==> src/rtl/plane_rd_pkg.sv <==
package plane_rd_pkg;

    localparam int unsigned DEF_PLANES = 4;
    localparam int unsigned DEF_BYTE_W = 8;

    localparam logic [7:0] IDX_COLOR = 8'h02;
    localparam logic [7:0] IDX_PSEL  = 8'h04;
    localparam logic [7:0] IDX_MODE  = 8'h05;
    localparam logic [7:0] IDX_MASK  = 8'h07;

    localparam int unsigned MODE_CMP_BIT = 3;

endpackage

==> src/rtl/plane_ctl_regs.sv <==
module plane_ctl_regs
    import plane_rd_pkg::*;
#(
    parameter int unsigned PLANES = DEF_PLANES,
    parameter int unsigned BYTE_W = DEF_BYTE_W,
    localparam int unsigned SEL_W = (PLANES > 1) ? $clog2(PLANES) : 1
) (
    input  logic              clk,
    input  logic              rst_n,
    input  logic              idx_wr,
    input  logic              data_wr,
    input  logic [BYTE_W-1:0] wdata,
    output logic [BYTE_W-1:0] reg_rdata,
    output logic [PLANES-1:0] color,
    output logic [PLANES-1:0] mask,
    output logic [SEL_W-1:0]  sel,
    output logic              cmp_mode
);

    typedef struct packed {
        logic [BYTE_W-1:0] idx;
        logic [PLANES-1:0] color;
        logic [PLANES-1:0] mask;
        logic [SEL_W-1:0]  sel;
        logic              cmp_mode;
    } ctl_t;

    ctl_t ctl_d, ctl_q;

    always_comb begin
        ctl_d = ctl_q;
        if (data_wr) begin
            unique case (ctl_q.idx)
                BYTE_W'(IDX_COLOR): ctl_d.color    = wdata[PLANES-1:0];
                BYTE_W'(IDX_PSEL):  ctl_d.sel      = wdata[SEL_W-1:0];
                BYTE_W'(IDX_MODE):  ctl_d.cmp_mode = wdata[MODE_CMP_BIT];
                BYTE_W'(IDX_MASK):  ctl_d.mask     = wdata[PLANES-1:0];
                default: ;
            endcase
        end
        if (idx_wr) begin
            ctl_d.idx = wdata;
        end
    end

    always_ff @(posedge clk or negedge rst_n) begin
        if (!rst_n) begin
            ctl_q <= '0;
        end else begin
            ctl_q <= ctl_d;
        end
    end

    always_comb begin
        reg_rdata = '0;
        unique case (ctl_q.idx)
            BYTE_W'(IDX_COLOR): reg_rdata[PLANES-1:0]  = ctl_q.color;
            BYTE_W'(IDX_PSEL):  reg_rdata[SEL_W-1:0]   = ctl_q.sel;
            BYTE_W'(IDX_MODE):  reg_rdata[MODE_CMP_BIT] = ctl_q.cmp_mode;
            BYTE_W'(IDX_MASK):  reg_rdata[PLANES-1:0]  = ctl_q.mask;
            default: ;
        endcase
    end

    assign color    = ctl_q.color;
    assign mask     = ctl_q.mask;
    assign sel      = ctl_q.sel;
    assign cmp_mode = ctl_q.cmp_mode;

endmodule

==> src/rtl/plane_color_cmp.sv <==
module plane_color_cmp
    import plane_rd_pkg::*;
#(
    parameter int unsigned PLANES = DEF_PLANES,
    parameter int unsigned BYTE_W = DEF_BYTE_W
) (
    input  logic [PLANES*BYTE_W-1:0] planes,
    input  logic [PLANES-1:0]        color,
    input  logic [PLANES-1:0]        mask,
    output logic [BYTE_W-1:0]        match
);

    for (genvar b = 0; b < BYTE_W; b++) begin : g_bit
        logic [PLANES-1:0] miss;
        for (genvar p = 0; p < PLANES; p++) begin : g_plane
            assign miss[p] = mask[p] & (planes[p*BYTE_W + b] ^ color[p]);
        end
        assign match[b] = ~|miss;
    end

endmodule

==> src/rtl/plane_sel_mux.sv <==
module plane_sel_mux
    import plane_rd_pkg::*;
#(
    parameter int unsigned PLANES = DEF_PLANES,
    parameter int unsigned BYTE_W = DEF_BYTE_W,
    localparam int unsigned SEL_W = (PLANES > 1) ? $clog2(PLANES) : 1
) (
    input  logic [PLANES*BYTE_W-1:0] planes,
    input  logic [SEL_W-1:0]         sel,
    output logic [BYTE_W-1:0]        byte_out
);

    logic [BYTE_W-1:0] lane [PLANES];

    for (genvar p = 0; p < PLANES; p++) begin : g_lane
        assign lane[p] = planes[p*BYTE_W +: BYTE_W];
    end

    always_comb begin
        byte_out = '0;
        for (int p = 0; p < PLANES; p++) begin
            if (SEL_W'(p) == sel) begin
                byte_out = lane[p];
            end
        end
    end

endmodule

==> src/rtl/plane_rd_unit.sv <==
module plane_rd_unit
    import plane_rd_pkg::*;
#(
    parameter int unsigned PLANES = DEF_PLANES,
    parameter int unsigned BYTE_W = DEF_BYTE_W,
    localparam int unsigned SEL_W = (PLANES > 1) ? $clog2(PLANES) : 1,
    localparam int unsigned BUS_W = PLANES * BYTE_W
) (
    input  logic              clk,
    input  logic              rst_n,
    input  logic              idx_wr,
    input  logic              data_wr,
    input  logic [BYTE_W-1:0] wdata,
    output logic [BYTE_W-1:0] reg_rdata,
    input  logic              fb_rd,
    input  logic [BUS_W-1:0]  plane_data,
    output logic [BYTE_W-1:0] cpu_rdata,
    output logic [BUS_W-1:0]  latch_q
);

    logic [PLANES-1:0] ctl_color;
    logic [PLANES-1:0] ctl_mask;
    logic [SEL_W-1:0]  ctl_sel;
    logic              ctl_mode;
    logic [BYTE_W-1:0] cmp_byte;
    logic [BYTE_W-1:0] direct_byte;

    plane_ctl_regs #(
        .PLANES(PLANES),
        .BYTE_W(BYTE_W)
    ) u_regs (
        .clk       (clk),
        .rst_n     (rst_n),
        .idx_wr    (idx_wr),
        .data_wr   (data_wr),
        .wdata     (wdata),
        .reg_rdata (reg_rdata),
        .color     (ctl_color),
        .mask      (ctl_mask),
        .sel       (ctl_sel),
        .cmp_mode  (ctl_mode)
    );

    plane_color_cmp #(
        .PLANES(PLANES),
        .BYTE_W(BYTE_W)
    ) u_cmp (
        .planes (plane_data),
        .color  (ctl_color),
        .mask   (ctl_mask),
        .match  (cmp_byte)
    );

    plane_sel_mux #(
        .PLANES(PLANES),
        .BYTE_W(BYTE_W)
    ) u_mux (
        .planes   (plane_data),
        .sel      (ctl_sel),
        .byte_out (direct_byte)
    );

    typedef struct packed {
        logic [BUS_W-1:0]  latch;
        logic [BYTE_W-1:0] rdata;
    } rd_t;

    rd_t rd_d, rd_q;

    always_comb begin
        rd_d = rd_q;
        if (fb_rd) begin
            rd_d.latch = plane_data;
            rd_d.rdata = ctl_mode ? cmp_byte : direct_byte;
        end
    end

    always_ff @(posedge clk or negedge rst_n) begin
        if (!rst_n) begin
            rd_q <= '0;
        end else begin
            rd_q <= rd_d;
        end
    end

    assign cpu_rdata = rd_q.rdata;
    assign latch_q   = rd_q.latch;

endmodule

==> config.mk <==
export PLATFORM = sky130hd
export DESIGN_NAME = plane_rd_unit
export DESIGN_NICKNAME = d
export VERILOG_FILES = /design/src/rtl/plane_rd_pkg.sv /design/src/rtl/plane_ctl_regs.sv /design/src/rtl/plane_color_cmp.sv /design/src/rtl/plane_sel_mux.sv /design/src/rtl/plane_rd_unit.sv
export SDC_FILE = /design/constraint.sdc
export NUM_CORES = 1
export LEC_CHECK = 0
export CORE_ASPECT_RATIO = 1.5
export CORE_UTILIZATION = 44
export CTS_CLUSTER_DIAMETER = 100
export DETAILED_ROUTE_END_ITERATION = 6
export PLACE_DENSITY = 0.77
export SKIP_CTS_REPAIR_TIMING = 1
export SLEW_MARGIN = 20
export SYNTH_ARGS = -nofsm -noshare
export SYNTH_HDL_FRONTEND = slang
export SYNTH_HIERARCHICAL = 1
export SYNTH_SLANG_ARGS = --single-unit
==> constraint.sdc <==
create_clock -name clk -period 1.6 [get_ports clk]
set_input_delay 0.48 -clock clk [delete_from_list [all_inputs] [get_ports clk]]
set_output_delay 0.48 -clock clk [all_outputs]
set_load 0.02 [all_outputs]
## Yosys cells after proc, flatten, opt, wreduce, memory -nomap -nowiden

Cells that the tools add are included.

- Logic and storage cells: 107
- Input bits: 45
- Bits in registers: 59
- Output and inout port bits: 48

- Bitwise operators: 64
- Muxes and demuxes: 8
- Reduce and logical (&&, ||, !) cells: 21
- Eq/ne operators: 7

Operators by type and width:

| kind | count |
|---|---|
| 8-bit two-way mux | 5 |
| 1-bit bitwise AND | 32 |
| 4-bit OR reduction | 8 |
| 1-bit bitwise XOR | 32 |
| 8-bit by 3-bit == test with 1-bit output, second input constant | 3 |
| 8-bit by 2-bit == test with 1-bit output, second input constant | 1 |
| 1-bit logical NOT | 8 |
| 2-bit AND reduction | 4 |
| 2-bit case mux with 3 select lines | 1 |
| 2-bit == test, first input constant | 2 |
| 1-bit case mux with 3 select lines | 1 |
| 1-bit by 2-bit == test with 1-bit output, first input constant | 1 |
| 2-bit logical NOT | 1 |
| 1-bit case mux with 2 select lines | 1 |

## Logic depth before layout (Yosys ltp)

- Depth after elaboration: 6
- Mapped depth: 7
- Depth with buffers taken out: 5

## Cells and area by module

The synthesis kept the hierarchy.

Modules (own cells, without submodules):

| module | times used | area each (µm²) | cells each |
|---|---|---|---|
| plane_rd_unit | 1 | 1576.5 | 102 |
| plane_ctl_regs | 1 | 1008.5 | 80 |
| plane_color_cmp | 1 | 514.2 | 56 |
| plane_sel_mux | 1 | 196.4 | 10 |

## Least setup slack after synthesis

Ideal clock, no wire load.

- Kind: reg-to-output
- From: reg u_regs/ctl_q[15] (netlist name)
- To: out reg_rdata[3]
- Setup slack: -0.387 ns
- Stages on the path, launching flop included: 5
- Required time: 1.120 ns
- Arrival time: 1.507 ns
- Path buffers: 1
- Cells stage by stage: dfrtp_1 > nor4_4 > buf_2 > nand2_1 > o21ai_0

- Word-level cells in the longest chain between the ends: 2
- Elaborated cells on any way between the ends: 4

RTL lines:

| element | line | source |
|---|---|---|
| start: declaration | plane_ctl_regs.sv:28 | `ctl_t ctl_d, ctl_q;` |
| start signal: assignment | plane_ctl_regs.sv:50 | `ctl_q <= ctl_d;` |
| 8-bit by 3-bit == test with 1-bit output or 8-bit by 2-bit == test with 1-bit output (tied branches) | plane_ctl_regs.sv:56 | `unique case (ctl_q.idx)` |
| 1-bit case mux with 3 select lines (*) | plane_ctl_regs.sv:56 |  |
| end: declaration | plane_rd_unit.sv:14 | `output logic [BYTE_W-1:0] reg_rdata,` |

Every way passes the cells marked *; elsewhere a longest branch is shown, timed or not.

## Worst setup path after layout

- From: reg u_regs/ctl_q[15] (netlist name)
- To: out reg_rdata[1]

- Word-level cells in the longest chain between the ends: 2
- Elaborated cells on any way between the ends: 4

RTL lines:

| element | line |
|---|---|
| 8-bit by 3-bit == test with 1-bit output or 8-bit by 2-bit == test with 1-bit output (tied branches) | plane_ctl_regs.sv:56 |
| 2-bit case mux with 3 select lines (*) | plane_ctl_regs.sv:56 |

Marks and branches as above.

==> impl_metrics.py <==
metrics = {
    "outcome": {
        "outcome": "finished with violations",
        "violations": "negative setup slack",
    },
    "sta": {
        "fmax_mhz": 480,
        "fin_skew_ns": 0.0139,
        "fin_crit_sh_pct": 130,
        "hold_violations": 0,
        "setup_slack_ns": -0.482,
        "tns_ns": -1.84,
        "setup_viol": 5,
        "rsz0062_at_grt": "true",
        "period_minus_slack_ns": 2.08,
        "drv_slew": 0,
    },
    "drt": {
        "vias_per_cell": 5.28,
        "postRouteAntennaNets": 0,
        "drt_iter0_drc": 125,
        "num_vias": 2337,
        "post_drt_wl_per_cell_um": 17.6,
        "drc": 0,
        "dr.pass1.iters": 4,
        "routed_wl_mm": 7.80,
    },
    "floorplanning": {
        "dieArea_mm2": 0.00785,
        "io_pins": 93,
        "fp-row-count": 38,
        "core_mm2": 0.00723,
        "die_h_um": 108,
        "start_util_pct": 45.6,
        "die_w_um": 72.7,
    },
    "critical_path": {
        "arrival_ns": 1.60,
        "critPathKind": "reg2out",
        "cp_max_fo": 10,
        "worstSetupStartpointType": "register",
        "crit_path_end_kind": "output pin",
        "crit_required_ns": 1.12,
    },
    "cts": {
        "cts_max_path_buffers": 2,
        "root_buffer": "clkbuf_8",
        "clkLatencyLatePin_ns": 0.34,
        "clock_sinks": 59,
        "numCtsBuffers": 9,
        "clk_pin_slew_ns": 0.08,
        "cts_tree": "done",
        "h-tree-depth": 3,
    },
    "yosys": {
        "ys.flop_type": "dfrtp_1",
        "netlist.area_leader.share_pct": 44.8,
        "post-synth-top-count-cell": "dfrtp_1",
        "netlist_instances": 248,
        "ys_ff_latch": 59,
        "synthTopCellsByCount": "dfrtp_1, mux2_2, xor2_1",
        "synth-seq-area-share_pct": 44.8,
        "syn_avg_cell_area_um2": 13.3,
        "yosysWarnings": 6,
        "synth_top_cell_by_area": "dfrtp_1",
        "synth_edf_count": 0,
        "synth_top_cells_by_area": "dfrtp_1, mux2_2, xor2_1",
        "yosysUniqueCellTypes": 27,
        "ys_async_sr_fraction_pct": 100,
        "synth_area_mm2": 0.00330,
    },
    "job": {
        "drv_cap": 0,
    },
    "placement": {
        "portBuffers": 88,
        "dp_cells": 427,
        "routabilityCongestion": 0.790,
        "post-dp-hpwl_mm": 5.57,
        "dpl_worst_slack_ns": -0.599,
    },
    "power_and_ir_drop": {
        "vdd_ir_drop_max_uv": 588,
        "leakage_nw": 2.30,
        "p_per_area_mw_per_mm2": 933,
    },
    "global_routing": {
        "grt_usage_pct": 21.2,
        "grt_pass1_wl_mm": 12.3,
        "grt_pass1_vias": 2397,
        "antenna_found_initial": 0,
        "grt_max_degree": 49,
        "gr-total-overflow": 0,
    },
    "cells_and_area": {
        "multi_input_area_mm2": 0.00163,
        "diodes": 0,
        "stdcell_count": 443,
        "nets": 383,
        "num-fill-cells": 562,
        "layout-drive-gt1-share_pct": 34.4,
        "area_growth_pct": 39.4,
        "register_area_mm2": 0.00148,
    },
    "min_path": {
        "min_path_type": "in2async",
    },
}
metal layers:
layer	vias up	global-route usage (%)	wire length (um)
met5	-	0	0
met4	0	7.70	85
met3	8	4.94	335
met2	76	36.8	4210
met1	1183	25.2	3170
li1	1070	-	-
path summary, 6_finish.rpt:
kind | from | end | slack [ns] | cells past startpoint
max | u_regs/ctl_q[15] | reg_rdata[1] | -0.48 | 5
max reg2reg | u_regs/ctl_q[15] | u_regs/color[0] | -0.02 | 4
min reg2reg | latch_q[23] | latch_q[23] | 0.50 | 1
max in group asynchronous | rst_n | u_regs/ctl_q[17] | 1.07 | 2
min in group clk | latch_q[23] | latch_q[23] | 0.50 | 1
min | rst_n | latch_q[20] | 0.11 | 2
power breakdown:
part | leakage [nW] | total [mW] | switching (mW) | internal (mW)
registers | 0.708 | 1.74 | 0.0925 | 1.65
clock network | 0.0926 | 1.36 | 0.602 | 0.760
logic | 1.50 | 1.19 | 0.569 | 0.616
logic make-up (layout without fill, tap and decap cells):
logic type             Yosys count  in the layout  share of synthesized area [%]
flip-flops                      59             59                           44.8
other                            1              4                          0.114
AND/OR/NAND/NOR                 29             29                           5.85
buffers and inverters           34            126                           7.06
XOR/XNOR                        32             32                           8.50
AO/OA/AOI/OAI                   25             25                           7.14
multiplexers                    68             68                           26.5
worst max-delay path, stage by stage, from the launching register on:
cell	delay (ns)
dfrtp_1	0.41
nor4_4	0.32
buf_6	0.18
nand4_1	0.11
nand3_2	0.10
buf_2	0.16
cells in the final DEF, fill, tap and decap left out, types with 2 or more instances in the layout:
cell and count:
clkdlybuf4s50_1 41, mux2_2 40, a22o_1 8, buf_12 2, conb_1 4, buf_6 4
mux4_2 8, clkbuf_8 10, clkbuf_1 2, clkinvlp_4 2, a21oi_1 8, a221oi_2 8
nand4_1 7, nand3_2 2, nand3_1 3, buf_2 3, mux2i_1 9, and4_4 2
dfrtp_1 59, xor2_1 32, nor2_1 8, dlymetal6s2s_1 41, buf_4 19, mux2_4 11
registers in the layout, indices dropped and copies added, names as in the netlist:
name,flops
latch_q,32
u_regs/color,4
cpu_rdata,8
u_regs/mask,4
u_regs/sel,2
u_regs/ctl_q,8
u_regs/cmp_mode,1
stage by stage:
| stage | total power, mW | instance area (um^2) | utilization [%] | hold WS, ns |
|---|---|---|---|---|
| after global routing | 4.49 | 4600 | 63.6 | 0.130 |
| after floorplan | 2.48 | 3330 | - | 0.184 |
| after CTS | 4.34 | 4480 | 62.0 | 0.114 |
| after global placement | 2.95 | 4280 | 59.3 | 0.488 |
| after detailed placement | 2.98 | 4280 | 59.3 | 0.488 |
| final | 4.29 | 4600 | 63.6 | 0.114 |
cell type report:
type / instances / area share (%)
multi-input combinational: 158 / 35.5
tap: 100 / 2.72
timing repair buffer: 110 / 25.4
clock buffer: 12 / 3.16
clock inverter: 4 / 1.09
sequential: 59 / 32.1
(Power assumes the default switching activity.)
